File: src/rtl/uart_rx_pkg.sv
package uart_rx_pkg;
  localparam int DATA_W = 8;

  typedef enum logic [2:0] {
    ST_IDLE,
    ST_START,
    ST_DATA,
    ST_PAR,
    ST_STOP
  } rx_state_t;

  typedef struct packed {
    logic              frm;
    logic              par;
    logic [DATA_W-1:0] data;
  } rx_word_t;

  localparam int WORD_W = DATA_W + 2;
endpackage

File: src/rtl/uart_rx_sync.sv
module uart_rx_sync #(
  parameter int STAGES = 2
) (
  input  logic clk,
  input  logic rst,
  input  logic din,
  output logic dout
);
  generate
    if (STAGES <= 1) begin : g_single
      logic q;
      always_ff @(posedge clk) begin
        if (rst) q <= 1'b1;
        else     q <= din;
      end
      assign dout = q;
    end else begin : g_chain
      logic [STAGES-1:0] q;
      always_ff @(posedge clk) begin
        if (rst) q <= '1;
        else     q <= {q[STAGES-2:0], din};
      end
      assign dout = q[STAGES-1];
    end
  endgenerate
endmodule

File: src/rtl/uart_rx_frame.sv
module uart_rx_frame
  import uart_rx_pkg::*;
#(
  parameter int OSR = 16
) (
  input  logic     clk,
  input  logic     rst,
  input  logic     tick,
  input  logic     en,
  input  logic     line,
  input  logic     char8,
  input  logic     par_on,
  input  logic     par_odd,
  input  logic     stop2,
  output logic     done,
  output rx_word_t word
);
  localparam int SUB_W = $clog2(OSR);
  localparam logic [SUB_W-1:0] HALF = SUB_W'(OSR / 2 - 1);
  localparam logic [SUB_W-1:0] LAST = SUB_W'(OSR - 1);

  rx_state_t         state;
  logic [SUB_W-1:0]  sub;
  logic [2:0]        bitn;
  logic              stopn;
  logic [DATA_W-1:0] sh;
  logic              pacc;
  logic              ferr;

  always_ff @(posedge clk) begin
    if (rst || !en) begin
      state <= ST_IDLE;
      sub   <= '0;
      bitn  <= '0;
      stopn <= 1'b0;
      sh    <= '0;
      pacc  <= 1'b0;
      ferr  <= 1'b0;
      done  <= 1'b0;
      word  <= '0;
    end else begin
      done <= 1'b0;
      if (tick) begin
        case (state)
          ST_IDLE: begin
            if (!line) begin
              state <= ST_START;
              sub   <= '0;
            end
          end
          ST_START: begin
            if (sub == HALF) begin
              sub <= '0;
              if (!line) begin
                state <= ST_DATA;
                bitn  <= '0;
                pacc  <= 1'b0;
                ferr  <= 1'b0;
              end else begin
                state <= ST_IDLE;
              end
            end else begin
              sub <= sub + 1'b1;
            end
          end
          ST_DATA: begin
            if (sub == LAST) begin
              sub  <= '0;
              sh   <= {line, sh[DATA_W-1:1]};
              pacc <= pacc ^ line;
              if (bitn == (char8 ? 3'd7 : 3'd6)) begin
                state <= par_on ? ST_PAR : ST_STOP;
                stopn <= 1'b0;
              end else begin
                bitn <= bitn + 1'b1;
              end
            end else begin
              sub <= sub + 1'b1;
            end
          end
          ST_PAR: begin
            if (sub == LAST) begin
              sub   <= '0;
              pacc  <= pacc ^ line;
              state <= ST_STOP;
            end else begin
              sub <= sub + 1'b1;
            end
          end
          ST_STOP: begin
            if (sub == LAST) begin
              sub <= '0;
              if (stop2 && !stopn) begin
                stopn <= 1'b1;
                ferr  <= ferr | !line;
              end else begin
                done      <= 1'b1;
                word.frm  <= ferr | !line;
                word.par  <= par_on & (pacc ^ par_odd);
                word.data <= char8 ? sh : {1'b0, sh[DATA_W-1:1]};
                state     <= ST_IDLE;
              end
            end else begin
              sub <= sub + 1'b1;
            end
          end
          default: state <= ST_IDLE;
        endcase
      end
    end
  end

  assert_idle_when_off_R11: assert property (@(posedge clk) disable iff (rst)
    !en |=> state == ST_IDLE);

  assert_bit7_clear_R2: assert property (@(posedge clk) disable iff (rst)
    (done && !char8) |-> !word.data[7]);

  assert_start_reject_R6: assert property (@(posedge clk) disable iff (rst)
    (en && tick && state == ST_START && sub == HALF && line) |=> state == ST_IDLE);

  assert_done_single_R10: assert property (@(posedge clk) disable iff (rst)
    done |=> !done);
endmodule

File: src/rtl/uart_rx_fifo.sv
module uart_rx_fifo #(
  parameter int DEPTH = 2,
  parameter int W     = 10
) (
  input  logic                       clk,
  input  logic                       rst,
  input  logic                       wr,
  input  logic [W-1:0]               wdata,
  input  logic                       rd,
  output logic [W-1:0]               rdata,
  output logic [$clog2(DEPTH+1)-1:0] cnt,
  output logic                       overrun
);
  localparam int PW = (DEPTH > 1) ? $clog2(DEPTH) : 1;
  localparam int CW = $clog2(DEPTH + 1);
  localparam logic [CW-1:0] FULL = CW'(DEPTH);

  logic [W-1:0]  mem [DEPTH];
  logic [PW-1:0] wr_ptr, rd_ptr;
  logic          accept, take;

  assign accept = wr && (cnt != FULL);
  assign take   = rd && (cnt != '0);

  function automatic logic [PW-1:0] step(input logic [PW-1:0] p);
    return (p == PW'(DEPTH - 1)) ? '0 : p + 1'b1;
  endfunction

  always_ff @(posedge clk) begin
    if (accept) mem[wr_ptr] <= wdata;
  end

  assign rdata = mem[rd_ptr];

  always_ff @(posedge clk) begin
    if (rst) begin
      wr_ptr  <= '0;
      rd_ptr  <= '0;
      cnt     <= '0;
      overrun <= 1'b0;
    end else begin
      overrun <= wr && (cnt == FULL);
      if (accept) wr_ptr <= step(wr_ptr);
      if (take)   rd_ptr <= step(rd_ptr);
      cnt <= cnt + CW'(accept) - CW'(take);
    end
  end

  assert_cnt_bound_R7: assert property (@(posedge clk) disable iff (rst)
    cnt <= FULL);

  assert_empty_pop_R7: assert property (@(posedge clk) disable iff (rst)
    (cnt == '0 && rd && !wr) |=> cnt == '0);

  assert_drop_when_full_R8: assert property (@(posedge clk) disable iff (rst)
    (wr && cnt == FULL && !rd) |=> (cnt == FULL && overrun));
endmodule

File: src/rtl/uart_rx_buf.sv
module uart_rx_buf
  import uart_rx_pkg::*;
#(
  parameter int OSR         = 16,
  parameter int DEPTH       = 2,
  parameter int SYNC_STAGES = 2,
  localparam int CW         = $clog2(DEPTH + 1)
) (
  input  logic          clk,
  input  logic          rst,
  input  logic          tick16,
  input  logic          rx_en,
  input  logic          rxd,
  input  logic          char8,
  input  logic          par_on,
  input  logic          par_odd,
  input  logic          stop2,
  input  logic          full_lvl2,
  input  logic          full_irq_en,
  input  logic          err_irq_en,
  input  logic          rd_pop,
  output logic [7:0]    rx_data,
  output logic          head_par_err,
  output logic          head_frm_err,
  output logic [CW-1:0] fill_cnt,
  output logic          ovr_err,
  output logic          full_irq,
  output logic          err_irq
);
  logic     line_s;
  logic     done;
  rx_word_t word;
  rx_word_t head;

  uart_rx_sync #(.STAGES(SYNC_STAGES)) u_sync (
    .clk (clk),
    .rst (rst),
    .din (rxd),
    .dout(line_s)
  );

  uart_rx_frame #(.OSR(OSR)) u_frame (
    .clk    (clk),
    .rst    (rst),
    .tick   (tick16),
    .en     (rx_en),
    .line   (line_s),
    .char8  (char8),
    .par_on (par_on),
    .par_odd(par_odd),
    .stop2  (stop2),
    .done   (done),
    .word   (word)
  );

  uart_rx_fifo #(.DEPTH(DEPTH), .W(WORD_W)) u_fifo (
    .clk    (clk),
    .rst    (rst),
    .wr     (done),
    .wdata  (word),
    .rd     (rd_pop),
    .rdata  (head),
    .cnt    (fill_cnt),
    .overrun(ovr_err)
  );

  assign rx_data      = head.data;
  assign head_par_err = head.par;
  assign head_frm_err = head.frm;
  assign full_irq     = full_irq_en && (fill_cnt >= (full_lvl2 ? CW'(2) : CW'(1)));

  always_ff @(posedge clk) begin
    if (rst) err_irq <= 1'b0;
    else     err_irq <= err_irq_en && done && (word.par || word.frm);
  end

  assert_err_irq_gate_R10: assert property (@(posedge clk) disable iff (rst)
    !err_irq_en |=> !err_irq);

  assert_full_irq_empty_R9: assert property (@(posedge clk) disable iff (rst)
    (fill_cnt == '0) |-> !full_irq);
endmodule

File: config.mk
export PLATFORM = sky130hd
export DESIGN_NAME = uart_rx_buf
export DESIGN_NICKNAME = d
export VERILOG_FILES = /design/src/rtl/uart_rx_pkg.sv /design/src/rtl/uart_rx_sync.sv /design/src/rtl/uart_rx_frame.sv /design/src/rtl/uart_rx_fifo.sv /design/src/rtl/uart_rx_buf.sv
export SDC_FILE = /design/constraint.sdc
export NUM_CORES = 1
export LEC_CHECK = 0
export ABC_CLOCK_PERIOD_IN_PS = 2500
export BUFFER_PORTS_ARGS = -buffer_cell sky130_fd_sc_hd__buf_2
export CAP_MARGIN = 15
export CORE_MARGIN = 5
export CORE_UTILIZATION = 58
export CTS_CLUSTER_DIAMETER = 100
export DETAILED_ROUTE_END_ITERATION = 12
export PLACE_DENSITY = 0.79
export SYNTH_ARGS = -nofsm -noshare
export SYNTH_HDL_FRONTEND = slang
export SYNTH_SLANG_ARGS = --single-unit
File: constraint.sdc
create_clock -name clk -period 2.5 [get_ports clk]
set_clock_uncertainty 0.15 [all_clocks]
set_input_delay 0.5 -clock clk [delete_from_list [all_inputs] [get_ports clk]]
set_output_delay 0.5 -clock clk [all_outputs]
set_load 0.005 [all_outputs]
==> flow_metrics.py, run 1 <==
metrics = {
    "run_status": {
        "outcome": "finished, final reports clean",
    },
    "min_path": {
        "hold_start": "rxd",
        "hold_class": "input port to flop",
    },
    "clocking": {
        "cts.sinks": 61,
        "clockBufferDepth": 2,
        "cts_setup_buffers": 0,
        "clk_pin_slew_ns": 0.06,
        "cts_resized": 0,
        "cts_tree": "done",
        "h-tree-depth": 3,
        "clock_latency_ns": 0.33,
        "numCtsBuffers": 9,
        "root_buffer": "clkbuf_8",
        "ctsHoldBuffers": 0,
    },
    "critical_path": {
        "start_kind": "flop",
        "critical_path_class": "flop to output port",
        "r2r_start": "u_frame.state[0]",
        "worstSetupEndpointType": "output port",
        "required_ns": 1.85,
        "cp.arrival_ns": 1.47,
        "crit_start": "u_fifo.cnt[0]",
        "critPathMaxFanout": 3,
    },
    "global_routing": {
        "grt_pass1_vias": 1714,
        "grt.overflow.total": 0,
        "grt_pass1_wl_um": 7960,
        "grt.total_usage": 0.167,
        "grt_max_degree": 25,
        "antenna_found_initial": 0,
    },
    "timing": {
        "fin_ws_ns": 0.382,
        "setup-tns-final_ns": 0,
        "rsz0062_at_grt": "false",
        "finalHoldViolCount": 0,
        "setup_viol": 0,
        "fmax_ghz": 0.472,
        "relSlewSlack": 0.680,
        "layout_min_cycle_time_ns": 2.12,
        "min_period_over_period": 0.847,
        "slew_viol_final": 0,
        "tightest_slew_ns": 0.480,
    },
    "detailed_routing": {
        "drc": 0,
        "num_vias": 1948,
        "drt_pre_antenna_iters": 4,
        "viasPerCell": 5.49,
        "drt_wl_total_um": 4740,
        "drtIter0Drc": 111,
        "wl_per_cell_um": 13.4,
        "final_antenna_net_count": 0,
    },
    "final_layout": {
        "nNetsFinal": 315,
        "stdcell_area_um2": 3110,
        "n_antenna_cell": 0,
        "syn2layout_area_growth_pct": 13.8,
        "fillers": 361,
        "drive_above_1_share": 0.229,
    },
    "synthesis": {
        "synth_ff_type": "dfxtp_1",
        "synth_fp_nets": 287,
        "synth_warnings": 0,
        "yosys_register_bits": 61,
        "avgSynthCellArea_um2": 10.2,
        "synth_xor_area_frac": 0.0256,
        "ys_seq_area_frac": 0.519,
        "synth_edf_count": 20,
        "synthAdderAreaFrac": 0.0274,
        "syn_inst": 268,
        "synthesis.area_um2": 2740,
        "synthSimpleGateAreaFrac": 0.205,
        "synth_mux_area_frac": 0.0740,
        "synth-async-reset-ratio": 0,
        "ys_types": 53,
        "synth_top_family_by_area": "simple AND/OR/NAND/NOR gates",
        "synth_compound_area_frac": 0.106,
    },
    "place": {
        "numPortBuffers": 27,
        "place_area_um2": 2890,
        "pre_cts_slack_ns": 0.493,
        "hpwl_um": 3190,
        "place.gp.congestion": 0.803,
    },
    "die": {
        "core.rowCount": 25,
        "die_area_um2": 6190,
        "die_y_um": 78.7,
        "die_w_um": 78.7,
        "initial_utilization": 0.587,
        "num_io_pins": 28,
        "core_um2": 4660,
    },
    "power": {
        "p_leak_nw": 1.13,
        "switching_share": 0.208,
        "p_int_mw": 1.68,
        "pwr-share-seq": 0.496,
        "peakVddDrop_uv": 381,
        "power_frac_comb": 0.057,
        "switchingPower_mw": 0.440,
        "clkPwrFrac": 0.448,
        "power_density_nw_per_um2": 680,
    },
    "run": {
        "maxCapViolations": 0,
    },
}
[metrics by stage]
step           utilization  power, mW  cells  hold WS [ns]
6_report             0.668       2.12    355         0.219
5_1_grt              0.668       2.21    355         0.201
4_1_cts              0.668       2.15    355         0.198
3_5_place_dp         0.620       1.19    339         0.247
3_3_place_gp         0.620       1.19    339         0.248
2_1_floorplan            -       1.15    268         0.239
[final cells by class]
cell class,count,area (um^2),area share
Sequential cell,61,1420,0.456
Tap cell,54,67.6,0.0217
Timing Repair Buffer,32,173,0.0554
Multi-Input combinational cell,184,1200,0.385
Clock inverter,6,86.3,0.0277
Inverter,8,30.0,0.00964
Clock buffer,10,138,0.0442
[registers in the layout, indices dropped and copies added (netlist names), 2 cells and up, named ones only]
signal / count
u_frame.word: 10
u_fifo.cnt: 2
u_frame.bitn: 3
u_frame.sh: 8
u_frame.state: 3
u_fifo.mem: 20
u_frame.sub: 4
u_sync.g_chain.q: 2
[power by group through the flow]
stage          combinational [mW]  sequential (mW)  clock [mW]
2_1_floorplan              0.0919             1.06           0
6_report                    0.120             1.05       0.948
4_1_cts                     0.122             1.05       0.977
3_3_place_gp                0.116             1.07           0
5_1_grt                     0.138             1.05        1.02
3_5_place_dp                0.120             1.07           0
[worst max-delay path, stage by stage, from the launching register on]
cell and delay [ns]:
dfxtp_1 0.34, inv_1 0.08, ha_1 0.27, nand2b_1 0.14
a21oi_1 0.13, nor2b_1 0.05, buf_2 0.12
[cell usage after synthesis (2+ instances only)]
cell type | number | area share
dfxtp_1 | 41 | 0.30
nand2_1 | 37 | 0.051
nor2_1 | 21 | 0.029
edfxtp_1 | 20 | 0.22
a21oi_1 | 18 | 0.033
mux2_2 | 10 | 0.041
nand3_1 | 10 | 0.018
mux2i_1 | 9 | 0.033
inv_1 | 8 | 0.011
a211oi_1 | 7 | 0.019
buf_2 | 7 | 0.013
ha_1 | 6 | 0.027
clkbuf_1 | 5 | 0.0069
nand2b_1 | 5 | 0.011
o21ai_0 | 5 | 0.0091
xor2_1 | 5 | 0.016
and3_1 | 4 | 0.0091
nor3_1 | 4 | 0.0073
nand4_1 | 3 | 0.0069
nor2b_1 | 3 | 0.0069
xnor2_1 | 3 | 0.0096
a21oi_2 | 2 | 0.0064
a31oi_1 | 2 | 0.0046
and2_1 | 2 | 0.0046
o31ai_1 | 2 | 0.0055
or2_2 | 2 | 0.0046
[layer usage]
layer	vias up	share of wire	track usage
met4	0	0.014	0.0892
met1	899	0.45	0.206
met5	-	0	0
met3	5	0.042	0.0499
met2	35	0.49	0.262
li1	1009	-	-
[final timing paths]
kind	depth (start not counted)	slack [ns]	endpoint
worst max-delay path	6	0.38	full_irq
worst min-delay path	2	0.22	u_sync.g_chain.q[0]
worst max register to register	4	0.47	u_frame.bitn[2]
worst min register to register	1	0.26	u_sync.g_chain.q[1]
[kinds of logic (layout without fill, tap and decap cells)]
group                    Yosys count  in the layout
flip-flops                        61             61
AND/OR/NAND/NOR                  106            106
AO/OA/AOI/OAI                     45             45
adder cells (fa/ha/maj)            6              6
multiplexers                      19             19
XOR/XNOR                           8              8
buffers and inverters             23             56
[placed cells by master, fill, tap and decap left out, drive strengths merged, types with 2 or more instances in the layout]
cell and instances:
a211oi 7, a21oi 20, a31oi 2, and2 2, and3 4, buf 32, bufinv 2, clkbuf 10
clkinv 3, dfxtp 41, edfxtp 20, ha 6, inv 8, mux2 10, mux2i 9, nand2 37
nand2b 6, nand3 11, nand4 3, nor2 21, nor2b 3, nor3 5, nor3b 2, nor4 2
o21ai 5, o31ai 2, or2 3, or3b 2, xnor2 3, xor2 5
No activity file was read; power rests on OpenSTA's default activity.
==> run 2, diff against run 1 <==
--- a/config.mk
+++ b/config.mk
@@ -5,14 +5,14 @@
 export SDC_FILE = /design/constraint.sdc
 export NUM_CORES = 1
 export LEC_CHECK = 0
-export ABC_CLOCK_PERIOD_IN_PS = 2500
+export ABC_CLOCK_PERIOD_IN_PS = 1700
 export BUFFER_PORTS_ARGS = -buffer_cell sky130_fd_sc_hd__buf_2
 export CAP_MARGIN = 15
 export CORE_MARGIN = 5
-export CORE_UTILIZATION = 58
+export CORE_UTILIZATION = 52
 export CTS_CLUSTER_DIAMETER = 100
 export DETAILED_ROUTE_END_ITERATION = 12
-export PLACE_DENSITY = 0.79
+export PLACE_DENSITY = 0.75
 export SYNTH_ARGS = -nofsm -noshare
 export SYNTH_HDL_FRONTEND = slang
 export SYNTH_SLANG_ARGS = --single-unit
==> constraint.sdc (replaced) <==
create_clock -name clk -period 1.7 [get_ports clk]
set_clock_uncertainty 0.15 [all_clocks]
set_input_delay 0.34 -clock clk [delete_from_list [all_inputs] [get_ports clk]]
set_output_delay 0.34 -clock clk [all_outputs]
set_load 0.005 [all_outputs]
==> run 2 against run 1 <==
Net effect:
- the flow now finishes with violations (negative setup slack)
- clock power increased by 50%
- sequential cell count unchanged
- critical path depth is the same
- highest routed layer unchanged
- critical endpoint unchanged
- largest cell class is now multi-input gates
- largest power group unchanged
- global-route usage is 5.5 points higher
- via count rose by 18%
==> flow_metrics.py, run 2 (synthesis results as in run 1) <==
metrics = {
    "place": {
        "place.gp.congestion": 0.886,
        "numPortBuffers": 27,
        "dp_cells": 384,
        "place_area_um2": 3170,
        "hpwl_um": 3700,
    },
    "run_status": {
        "violations": "negative setup slack",
        "outcome": "finished with violations",
    },
    "die": {
        "die_w_um": 82.6,
        "core.rowCount": 26,
        "num_io_pins": 28,
        "die_area_um2": 6820,
        "core_um2": 5110,
        "initial_utilization": 0.536,
        "die_y_um": 82.6,
    },
    "final_layout": {
        "drive_above_1_share": 0.468,
        "nNetsFinal": 360,
        "largest_reg_flops": 20,
        "layoutNonFillerInstCount": 416,
        "fin_util": 0.764,
        "top_regs": "u_fifo.mem x20, u_frame.word x10, u_frame.sh x8",
        "top_register": "u_fifo.mem",
        "final_common_cell": "buf_4",
        "stdcell_area_um2": 3900,
        "final_cell_mix": "buf_4, nand2_1, dfxtp_1, edfxtp_1",
        "syn2layout_area_growth_pct": 42.6,
        "n_antenna_cell": 0,
    },
    "clocking": {
        "clockBufferDepth": 2,
        "ctsHoldBuffers": 0,
        "h-tree-depth": 3,
        "clock_latency_ns": 0.34,
        "clk_pin_slew_ns": 0.08,
        "root_buffer": "clkbuf_8",
        "cts_tree": "done",
        "cts.sinks": 61,
        "numCtsBuffers": 9,
    },
    "detailed_routing": {
        "drc": 0,
        "viasPerCell": 5.53,
        "drtIter0Drc": 218,
        "drt_pre_antenna_iters": 4,
        "wl_per_cell_um": 17.5,
        "drt_wl_total_um": 7280,
        "final_antenna_net_count": 0,
        "num_vias": 2302,
    },
    "min_path": {
        "hold_end": "u_sync.g_chain.q[0]",
        "hold_depth": 2,
        "hold_start": "rxd",
        "hold_class": "input port to flop",
    },
    "timing": {
        "rsz0062_at_grt": "true",
        "relSlewSlack": 0.735,
        "layout_min_cycle_time_ns": 1.89,
        "finalHoldViolCount": 0,
        "fmax_ghz": 0.530,
        "slew_viol_final": 0,
        "setup_viol": 25,
        "whs_ns": 0.0320,
        "min_period_over_period": 1.11,
        "fin_ws_ns": -0.187,
        "tightest_slew_ns": 0.397,
    },
    "power": {
        "power_density_nw_per_um2": 842,
        "p_leak_nw": 1.57,
        "peakVddDrop_uv": 504,
    },
    "critical_path": {
        "required_ns": 1.21,
        "r2r_start": "u_fifo.cnt[0]",
        "critPathMaxFanout": 2,
        "worstSetupEndpointType": "output port",
        "critical_path_class": "flop to output port",
        "r2r_slack_ns": -0.15,
        "r2r-end": "u_fifo.cnt[1]",
        "cp.arrival_ns": 1.40,
        "start_kind": "flop",
        "rr_worst_depth": 8,
    },
    "global_routing": {
        "grt_pass1_wl_um": 11100,
        "grt_max_degree": 29,
        "antenna_found_initial": 0,
        "grt_pass1_vias": 2293,
        "grt.overflow.total": 0,
        "grt.total_usage": 0.222,
    },
    "run": {
        "maxCapViolations": 0,
    },
}
-- run 2: through the flow --
step	total power [mW]	setup slack [ns]	setup TNS, ns
6_report	3.29	-0.187	-1.62
5_1_grt	3.40	-0.254	-3.06
4_1_cts	3.23	-0.151	-1.16
3_5_place_dp	1.79	-0.0722	-0.263
3_3_place_gp	1.78	-0.0369	-0.0902
2_1_floorplan	1.69	-0.0261	-0.0261
-- run 2: how the worst max path moves through the flow --
stage	start	end	slack (ns)	cells after the start
final	u_fifo.cnt[0]	full_irq	-0.19	6
after global routing	u_fifo.cnt[0]	full_irq	-0.25	6
after CTS	u_fifo.cnt[0]	full_irq	-0.15	6
after detailed placement	u_frame.state[1]	u_frame.state[0]	-0.07	6
after global placement	u_frame.state[1]	u_frame.state[0]	-0.04	6
after floorplan	u_frame.sub[3]	u_frame.bitn[2]	-0.03	5
-- run 2: critical path, stage by stage, from the launching register on --
cell	delay, ns
dfxtp_2	0.33
inv_2	0.08
ha_4	0.20
nand2b_4	0.14
a21oi_2	0.13
nor2b_1	0.06
buf_2	0.13
-- run 2: cell type report --
class	count	area (um^2)
inverters	8	30.0
flip-flops and latches	61	1440
well taps	70	87.6
clock inverters	7	90.1
fillers	304	1200
multi-input cells	184	1460
clock buffers	9	124
repair buffers	77	674
-- run 2: power by group --
group	total, mW	leakage [nW]	internal (mW)	switching, mW
Clock	1.42	0.107	0.818	0.606
Sequential	1.52	0.552	1.51	0.0110
Combinational	0.340	0.912	0.172	0.167
-- run 2: layer usage --
metal	global-route usage	wire length (um)
met4	0.103	227
met5	0	0
met2	0.395	3850
met1	0.244	2890
met3	0.0618	302
-- run 2: what timing repair did --
action / 4_1_cts / 5_1_grt
hold endpoints to repair: 0 / 0
resized for setup: 59 / 32
buffers inserted: 12 / 6
pin swaps: 16 / 19
endpoints found under the setup margin: 25 / 43
cloned: 1 / 0
